**src/rtl/opag_pkg.sv**
```systemverilog
package opag_pkg;
  typedef enum logic [1:0] {
    MODE_IMM = 2'd0,
    MODE_REG = 2'd1,
    MODE_IND = 2'd2,
    MODE_INC = 2'd3
  } opMode_e;

  typedef enum logic [1:0] {
    SZ_8  = 2'd0,
    SZ_16 = 2'd1,
    SZ_20 = 2'd2,
    SZ_32 = 2'd3
  } opSize_e;

  // strobes from control to datapath
  typedef struct packed {
    logic latchOp;      // capture operand fields at start
    logic latchDirect;  // load result from immediate/register
    logic latchRead;    // load result from memory data
  } ctrlStrobes_t;
endpackage

```
**src/rtl/opag_ctrl.sv**
```systemverilog
module opag_ctrl
  import opag_pkg::*;
(
  input  logic         clk,
  input  logic         rstN,
  input  logic         start,
  input  logic [1:0]   mode,
  input  logic         memRvalid,
  output ctrlStrobes_t strb,
  output logic         memReq,
  output logic         resultValid,
  output logic         wbEn
);
  typedef enum logic [1:0] {ST_IDLE, ST_WAIT, ST_DONE} state_e;

  state_e stateQ, stateD;
  logic   incQ, incD;

  always_comb begin
    stateD = stateQ;
    incD   = incQ;
    strb   = '0;
    unique case (stateQ)
      ST_IDLE: if (start) begin
        strb.latchOp = 1'b1;
        if (mode == MODE_IMM || mode == MODE_REG) begin
          strb.latchDirect = 1'b1;
          incD   = 1'b0;
          stateD = ST_DONE;
        end else begin
          incD   = (mode == MODE_INC);
          stateD = ST_WAIT;
        end
      end
      ST_WAIT: if (memRvalid) begin
        strb.latchRead = 1'b1;
        stateD = ST_DONE;
      end
      default: stateD = ST_IDLE;
    endcase
  end

  always_ff @(posedge clk or negedge rstN) begin
    if (!rstN) begin
      stateQ <= ST_IDLE;
      incQ   <= 1'b0;
    end else begin
      stateQ <= stateD;
      incQ   <= incD;
    end
  end

  assign memReq      = (stateQ == ST_WAIT);
  assign resultValid = (stateQ == ST_DONE);
  assign wbEn        = (stateQ == ST_DONE) && incQ;

  assert_result_pulse_R2: assert property (@(posedge clk) disable iff (!rstN)
    resultValid |=> !resultValid);
  assert_req_held_R4: assert property (@(posedge clk) disable iff (!rstN)
    (memReq && !memRvalid) |=> memReq);
  assert_wb_after_data_R10: assert property (@(posedge clk) disable iff (!rstN)
    wbEn |-> ($past(memRvalid) && $past(memReq)));
endmodule

```
**src/rtl/opag_datapath.sv**
```systemverilog
module opag_datapath
  import opag_pkg::*;
#(
  parameter int ADDR_W   = 20,
  parameter int DATA_W   = 32,
  parameter int DISP_W   = 16,
  parameter int LEGACY_W = 16
)(
  input  logic              clk,
  input  logic              rstN,
  input  ctrlStrobes_t      strb,
  input  logic [1:0]        mode,
  input  logic [1:0]        sizeCode,
  input  logic [DISP_W-1:0] disp,
  input  logic [ADDR_W-1:0] baseVal,
  input  logic              baseIsSp,
  input  logic              extForm,
  input  logic              noBase,
  input  logic [DATA_W-1:0] immVal,
  input  logic [DATA_W-1:0] memRdata,
  output logic [ADDR_W-1:0] memAddr,
  output logic [2:0]        memBytes,
  output logic [DATA_W-1:0] result,
  output logic [ADDR_W-1:0] wbVal
);
  localparam int SUM_W = ADDR_W + 1;
  localparam logic [DATA_W-1:0] MASK8  = DATA_W'((64'd1 << 8) - 64'd1);
  localparam logic [DATA_W-1:0] MASK16 = DATA_W'((64'd1 << 16) - 64'd1);
  localparam logic [DATA_W-1:0] MASK20 = DATA_W'((64'd1 << ADDR_W) - 64'd1);

  logic [1:0]        sizeQ;
  logic [DISP_W-1:0] dispQ;
  logic [ADDR_W-1:0] baseQ;
  logic              spQ, extQ, noBaseQ;

  function automatic logic [DATA_W-1:0] maskTo(input logic [1:0] sz,
                                               input logic [DATA_W-1:0] d);
    case (sz)
      SZ_8:    return d & MASK8;
      SZ_16:   return d & MASK16;
      SZ_20:   return d & MASK20;
      default: return d;
    endcase
  endfunction

  always_ff @(posedge clk or negedge rstN) begin
    if (!rstN) begin
      sizeQ   <= '0;
      dispQ   <= '0;
      baseQ   <= '0;
      spQ     <= 1'b0;
      extQ    <= 1'b0;
      noBaseQ <= 1'b0;
      result  <= '0;
    end else begin
      if (strb.latchOp) begin
        sizeQ   <= sizeCode;
        dispQ   <= disp;
        baseQ   <= baseVal;
        spQ     <= baseIsSp;
        extQ    <= extForm;
        noBaseQ <= noBase;
      end
      if (strb.latchDirect)
        result <= maskTo(sizeCode, (mode == MODE_IMM) ? immVal : DATA_W'(baseVal));
      else if (strb.latchRead)
        result <= maskTo(sizeQ, memRdata);
    end
  end

  // effective address
  logic [SUM_W-1:0]  dispExt, indexSum;
  logic              legacyWrap;
  logic [ADDR_W-1:0] indexAddr;

  always_comb begin
    dispExt    = {{(SUM_W-DISP_W){dispQ[DISP_W-1]}}, dispQ};
    indexSum   = dispExt + {1'b0, baseQ};
    legacyWrap = !extQ && (baseQ[ADDR_W-1:LEGACY_W] == '0);
    indexAddr  = legacyWrap ? ADDR_W'(indexSum[LEGACY_W-1:0]) : indexSum[ADDR_W-1:0];
    memAddr    = noBaseQ ? ADDR_W'(dispQ) : indexAddr;
  end

  // access width and post-increment step
  logic [ADDR_W-1:0] bumped;
  always_comb begin
    case (sizeQ)
      SZ_8:    memBytes = 3'd1;
      SZ_16:   memBytes = 3'd2;
      default: memBytes = 3'd4;
    endcase
    bumped = baseQ + ADDR_W'(memBytes);
    wbVal  = (spQ && bumped[0]) ? bumped + ADDR_W'(1) : bumped;
  end

  assert_byte_mask_R7: assert property (@(posedge clk) disable iff (!rstN)
    (strb.latchRead && sizeQ == SZ_8) |=> (result[DATA_W-1:8] == '0));
endmodule

```
**src/rtl/opag_top.sv**
```systemverilog
module opag_top
  import opag_pkg::*;
#(
  parameter int ADDR_W   = 20,
  parameter int DATA_W   = 32,
  parameter int DISP_W   = 16,
  parameter int LEGACY_W = 16
)(
  input  logic              clk,
  input  logic              rstN,
  input  logic              start,
  input  logic [1:0]        mode,
  input  logic [1:0]        sizeCode,
  input  logic [DISP_W-1:0] disp,
  input  logic [ADDR_W-1:0] baseVal,
  input  logic              baseIsSp,
  input  logic              extForm,
  input  logic              noBase,
  input  logic [DATA_W-1:0] immVal,
  output logic              memReq,
  output logic [ADDR_W-1:0] memAddr,
  output logic [2:0]        memBytes,
  input  logic              memRvalid,
  input  logic [DATA_W-1:0] memRdata,
  output logic              resultValid,
  output logic [DATA_W-1:0] result,
  output logic              wbEn,
  output logic [ADDR_W-1:0] wbVal
);
  ctrlStrobes_t strb;

  opag_ctrl ctrl_i (
    .clk(clk), .rstN(rstN), .start(start), .mode(mode),
    .memRvalid(memRvalid), .strb(strb), .memReq(memReq),
    .resultValid(resultValid), .wbEn(wbEn)
  );

  opag_datapath #(
    .ADDR_W(ADDR_W), .DATA_W(DATA_W), .DISP_W(DISP_W), .LEGACY_W(LEGACY_W)
  ) dp_i (
    .clk(clk), .rstN(rstN), .strb(strb), .mode(mode), .sizeCode(sizeCode),
    .disp(disp), .baseVal(baseVal), .baseIsSp(baseIsSp), .extForm(extForm),
    .noBase(noBase), .immVal(immVal), .memRdata(memRdata),
    .memAddr(memAddr), .memBytes(memBytes), .result(result), .wbVal(wbVal)
  );

  assert_addr_stable_R4: assert property (@(posedge clk) disable iff (!rstN)
    (memReq && !memRvalid) |=> ($stable(memAddr) && $stable(memBytes)));
  assert_byte_count_R7: assert property (@(posedge clk) disable iff (!rstN)
    memReq |-> ($countones(memBytes) == 1 && memBytes != 3'd0 && !memBytes[0] || memBytes == 3'd1));
endmodule

```
**config.mk**
```make
export PLATFORM = sky130hd
export DESIGN_NAME = opag_top
export DESIGN_NICKNAME = d
export VERILOG_FILES = /design/src/rtl/opag_pkg.sv /design/src/rtl/opag_ctrl.sv /design/src/rtl/opag_datapath.sv /design/src/rtl/opag_top.sv
export SDC_FILE = /design/constraint.sdc
export NUM_CORES = 1
export LEC_CHECK = 0
export ABC_AREA = 1
export BUFFER_PORTS_ARGS = -buffer_cell sky130_fd_sc_hd__buf_4
export CAP_MARGIN = 20
export CORE_ASPECT_RATIO = 1.5
export CORE_UTILIZATION = 54
export CTS_BUF_LIST = sky130_fd_sc_hd__clkbuf_4 sky130_fd_sc_hd__clkbuf_8
export DETAILED_ROUTE_END_ITERATION = 10
export PLACE_DENSITY = 0.87
export RECOVER_POWER = 100
export SYNTH_ARGS = -nofsm -noshare
export SYNTH_HDL_FRONTEND = slang
export SYNTH_SLANG_ARGS = --single-unit
```
**constraint.sdc**
```tcl
create_clock -name clk -period 3.5 [get_ports clk]
set_input_delay 0.7 -clock clk [delete_from_list [all_inputs] [get_ports clk]]
set_output_delay 0.7 -clock clk [all_outputs]
set_load 0.005 [all_outputs]
```
==> flow_summary.ini, run 1 <==
[run_status]
status = complete, but fails checks
violations = max-capacitance violations, max-slew violations

[sta]
rsz0062_at_grt = true
fin_ws_ps = 38.1
finClkSkew_ps = 10.1
setup_viol = 0
min_period_over_period_pct = 98.9
fmax_ghz = 0.289
worstMarginPinSlew_ps = 1770
tns_ps = 0
final.min_clock_period_ps = 3460
hold_viol_final = 0
slew_violations = 71
hold_slack_ps = 244
maxSlewHeadroom_pct = -18.3

[power]
ir_drop_v = 0.000399
seqPwrFrac_pct = 29.2
p_sw_share_pct = 45.6
p_switching_mw = 2.31
comb_power_share_pct = 58.5
power_density_mw_per_mm2 = 654
clockPowerShare_pct = 12.3
power.total_mw = 5.07
leakage_nw = 3.97
p_int_mw = 2.76

[setup_path]
required_ps = 2800
cp_slowest_cell = fa_1
worstPathMaxFanout = 3
slowest_delay_ps = 520
endpoint_kind = output pin
path_cells = nor2_2, ha_2, fa_1, ha_2, inv_2, nor2_2, and3_4, nand3_4, nor2_4, nand3_4, nor2_4, xor2_1, buf_4
criticalPathCategory = flip-flop to output pin
arrival_ps = 2760
start_kind = flip-flop

[synth]
postSynthCellCount = 908
synth_area_leaders = dfrtp_1, nand2_1, nand3_1
syn_avg_cell_area_um2 = 6.53
synth_top_area_cell = dfrtp_1
ys.flop_type = dfrtp_1
synthArstFlopShare_pct = 100
synth_top_area_share_pct = 32.1
ys_seq_area_share_pct = 32.1
yosysUniqueCellTypes = 38
ys_seq_elements = 76
syn_nets = 1044
synth_edf_count = 0
syn_area_mm2 = 0.00593
yosysWarnings = 0

[global_routing]
grt_pass1_wl_um = 28800
grt_max_degree = 77
grt_pass1_vias = 6131
antenna_found_initial = 0
grt_use_total_pct = 33.1
overflow = 0

[detailed_routing]
wl_per_cell_um = 15.0
first_iter_violations = 407
dr.pass1.iters = 5
post_drt_via_cell_ratio = 5.31
drcViolationCount = 0
ant_nets = 0
vias = 6607
wl_um = 18700

[cts]
cts_tree = built
ctsLongestPathBuffers = 2
numCtsBuffers = 9
ctsHoldBuffers = 0
htreeDepth = 3
clock_sinks = 76
path_clk_slew_ps = 80
cts_root_buf = clkbuf_8
clkLatencyLatePin_ps = 350

[finish]
num_antenna_cells = 0
layout_commonest_cell = nand2_1
layout_common_cells = nand2_1, buf_4, inv_1
fin_nets = 1232
postLayoutCoreUtil_pct = 72.8
drive_above_1_share_pct = 24.2
fillers = 922
syn2layout_area_growth_pct = 30.8

[flow_run]
maxCapViolCount = 1

[floorplan]
die_area_mm2 = 0.0114
num_io_pins = 189
coreArea_mm2 = 0.0106
fp-row-count = 46
dieHeight_um = 130
initial_core_util_pct = 55.7
fp.dieW_um = 87.6

[placement]
dpl_worst_slack_ps = 101
gp_congestion = 0.909
numPortBuffers = 188
dp_hpwl_um = 14500

[worst_hold_path]
holdCritPathClass = primary input to async pin
[cells in the mapped netlist (10+ instances only)]
master      n
nand2_1   332
o21ai_0    58
nor2_1     80
dfrtp_1    76
a31oi_1    24
a21oi_1    18
nor2_4     10
xor2_1     15
nand3_1    68
clkbuf_1   19
inv_1      89
ha_1       23
nand4_1    14
[layer usage]
metal / vias to the layer above / track usage (%) / routed length [um]
li1: 3307 / - / -
met1: 2975 / 35.0 / 6790
met2: 258 / 61.2 / 9920
met3: 67 / 6.77 / 1060
met4: 0 / 16.7 / 905
met5: - / 0 / 0
[metrics by stage]
step	std cells	area (um2)
2_1_floorplan	908	5930
3_3_place_gp	1218	7450
3_5_place_dp	1218	7450
4_1_cts	1242	7700
5_1_grt	1245	7750
6_report	1245	7750
[power groups by stage]
stage / clock, mW / sequential [mW] / combinational [mW]
4_1_cts: 0.631 / 1.47 / 2.93
6_report: 0.622 / 1.48 / 2.97
5_1_grt: 0.670 / 1.51 / 3.31
3_3_place_gp: 0 / 1.47 / 2.82
3_5_place_dp: 0 / 1.48 / 2.87
2_1_floorplan: 0 / 1.40 / 1.68
[cell families (layout without fill, tap and decap cells)]
logic type / Yosys count / count (layout) / share of synthesized area, %
fa+ha+maj: 25 / 25 / 5.53
xor+xnor: 21 / 21 / 3.10
mux: 1 / 1 / 0.190
buf+inv: 121 / 314 / 7.85
simple gates: 544 / 544 / 39.7
compound gates: 120 / 120 / 11.5
flops: 76 / 76 / 32.1
[registers in the layout, summed over array words and instances, names as in the netlist]
signal	cells
ctrl_i.incQ	1
ctrl_i.stateQ	2
dp_i.baseQ	20
dp_i.dispQ	16
dp_i.extQ	1
dp_i.noBaseQ	1
dp_i.result	32
dp_i.sizeQ	2
dp_i.spQ	1
[critical path: cells and delay by family (launching register included)]
family | cells | cell delay, ps
XOR/XNOR | 1 | 160
adder cells (fa/ha/maj) | 3 | 880
buffers and inverters | 2 | 160
flip-flops | 1 | 390
AND/OR/NAND/NOR | 7 | 820
[worst paths after layout]
| path | endpoint | cells after the start | slack, ps | start |
|---|---|---|---|---|
| max | wbVal[14] | 13 | 40 | dp_i.sizeQ[0] |
| min | dp_i.dispQ[9] | 1 | 240 | rstN |
| max reg2reg | dp_i.result[30] | 10 | 950 | ctrl_i.stateQ[0] |
| min reg2reg | dp_i.extQ | 2 | 490 | dp_i.extQ |
| max in group asynchronous | dp_i.sizeQ[1] | 2 | 1080 | rstN |
| min in group clk | dp_i.extQ | 2 | 490 | dp_i.extQ |
[area by class of cell]
type	count	area, um2	share of cell area [%]
Clock buffer	12	146	1.89
Clock inverter	4	26.3	0.339
Inverter	93	349	4.50
Multi-Input combinational cell	711	3660	47.3
Sequential cell	76	1900	24.5
Tap cell	144	180	2.32
Timing Repair Buffer	205	1480	19.1
[repair_timing]
action / 4_1_cts / 5_1_grt
endpoints found under the hold margin: 0 / 0
setup buffers: 8 / 2
gates resized for setup: 4 / 25
endpoints found under the setup margin: 12 / 20
pin swaps: 5 / 8
(Power assumes the default switching activity.)
==> inputs of run 2 (changes only) <==
--- a/config.mk
+++ b/config.mk
@@ -6,13 +6,13 @@
 export NUM_CORES = 1
 export LEC_CHECK = 0
 export ABC_AREA = 1
-export BUFFER_PORTS_ARGS = -buffer_cell sky130_fd_sc_hd__buf_4
 export CAP_MARGIN = 20
 export CORE_ASPECT_RATIO = 1.5
-export CORE_UTILIZATION = 54
+export CORE_UTILIZATION = 55
 export CTS_BUF_LIST = sky130_fd_sc_hd__clkbuf_4 sky130_fd_sc_hd__clkbuf_8
 export DETAILED_ROUTE_END_ITERATION = 10
-export PLACE_DENSITY = 0.87
+export DONT_BUFFER_PORTS = 1
+export PLACE_DENSITY = 0.73
 export RECOVER_POWER = 100
 export SYNTH_ARGS = -nofsm -noshare
 export SYNTH_HDL_FRONTEND = slang
==> run 2 against run 1 <==
Cell count fell by 15%. Flip-flop and latch count stayed put. Global-route usage hardly changed. Clock skew is 0.58 ps higher. The flow finishes with violations (max-capacitance violations, max-slew violations, negative setup slack). Total power is 9.7% lower. Hold slack worse by 220 ps. Highest routed layer unchanged. Critical endpoint is now wbVal[18]. Worst setup slack lost 44 ps. Non-clock buffer count fell by 184.
==> flow_summary.ini, run 2 (synthesis results as in run 1) <==
[run_status]
status = complete, but fails checks
violations = max-capacitance violations, max-slew violations, negative setup slack

[setup_path]
slowest_delay_ps = 610
cp_slowest_cell = fa_2
start_kind = flip-flop
worstPathMaxFanout = 3
criticalPathCategory = flip-flop to output pin
path_cells = nor2_2, ha_2, fa_2, ha_4, inv_2, nor2_4, and3_4, nand3_4, nor2_4, nand3_4, nor2_4, nand3_2, nand2_2, inv_2
arrival_ps = 2810
crit_family = simple AND/OR/NAND/NOR gates
required_ps = 2800
crit_buf_inv = 2
endpoint_kind = output pin
crit_path_frequent_cell = nor2_4

[sta]
setup_viol = 1
maxSlewHeadroom_pct = -42.6
hold_viol_final = 0
rsz0062_at_grt = true
fmax_ghz = 0.285
worstMarginPinSlew_ps = 2140
min_period_over_period_pct = 100
fin_ws_ps = -6.27
final.min_clock_period_ps = 3510
hold_slack_ps = 27.5
finClkSkew_ps = 10.7
slew_violations = 52

[finish]
layout_commonest_cell = nand2_1
reg.largest.list = dp_i.result: 32 flops, dp_i.baseQ: 20 flops, dp_i.dispQ: 16 flops
largest_reg_flops = 32
postLayoutCoreUtil_pct = 61.8
stdcell_count = 1061
layout_common_cells = nand2_1, inv_1, dfrtp_1
drive_above_1_share_pct = 10.9
finalInstanceArea_mm2 = 0.00651
fin_nets = 1048
syn2layout_area_growth_pct = 9.75
num_antenna_cells = 0
regMostFlops = dp_i.result

[cts]
cts_root_buf = clkbuf_8
ctsLongestPathBuffers = 2
htreeDepth = 3
clkLatencyLatePin_ps = 350
cts_tree = built
path_clk_slew_ps = 80
numCtsBuffers = 9
clock_sinks = 76
ctsHoldBuffers = 0

[detailed_routing]
vias = 5935
ant_nets = 0
wl_um = 18200
dr.pass1.iters = 5
first_iter_violations = 282
wl_per_cell_um = 17.2
drcViolationCount = 0
post_drt_via_cell_ratio = 5.59

[global_routing]
antenna_found_initial = 0
grt_pass1_wl_um = 28300
grt_use_total_pct = 33.1
grt_max_degree = 77
grt_pass1_vias = 5747
overflow = 0

[placement]
gp_congestion = 0.924
dp_hpwl_um = 14300
placedCellCount = 1031
numPortBuffers = 0
post_dp_cell_area_mm2 = 0.00605

[power]
ir_drop_v = 0.000517
leakage_nw = 3.16
power.total_mw = 4.58
power_density_mw_per_mm2 = 704

[floorplan]
fp-row-count = 46
fp.dieW_um = 86.8
die_area_mm2 = 0.0112
dieHeight_um = 129
initial_core_util_pct = 56.3
num_io_pins = 189
coreArea_mm2 = 0.0105

[worst_hold_path]
holdCritPathClass = primary input to async pin

[flow_run]
maxCapViolCount = 1
==> run 2: path summary, 6_finish.rpt <==
path                                       start                to  slack, ps  cells after the start
worst min-delay path                        rstN   dp_i.result[11]         30                      0
worst min register to register  ctrl_i.stateQ[1]  ctrl_i.stateQ[0]        520                      1
max in group asynchronous                   rstN     dp_i.baseQ[5]       3320                      0
min in group clk                       memRvalid  ctrl_i.stateQ[0]        430                      1
worst max register to register  ctrl_i.stateQ[0]     dp_i.dispQ[0]        230                      7
worst max-delay path               dp_i.sizeQ[0]         wbVal[18]         -6                     14
==> run 2: repair_timing <==
| item | in CTS | in global routing |
|---|---|---|
| resized for setup | 12 | 26 |
| buffers inserted | 10 | 4 |
| pin swaps | 7 | 14 |
| setup endpoints to repair | 9 | 17 |
==> run 2: area by class of cell <==
cell class                 count  area, um2
timing repair buffer          21        150
tap                          144        180
clock inverter                 4       55.1
sequential                    76       1900
fill                        1045       4030
clock buffer                  12        159
multi-input combinational    711       3710
inverter                      93        349
==> run 2: per-stage QoR <==
stage,TNS [ps],setup slack [ps]
2_1_floorplan,0,406
3_3_place_gp,0,324
3_5_place_dp,0,196
4_1_cts,0,6.79
5_1_grt,-774,-138
6_report,-6.27,-6.27
==> run 2: report_power, final <==
part	leakage [nW]	internal [mW]	switching (mW)
logic	2.13	0.829	1.50
registers	0.925	1.16	0.355
clock network	0.107	0.382	0.348
==> run 2: layer usage <==
layer	vias to the layer above	track usage, %	wire length [um]
met5	-	0	0
met4	0	15.3	712
met3	47	6.24	1020
met2	223	60.8	9650
met1	2729	36.4	6850
li1	2936	-	-
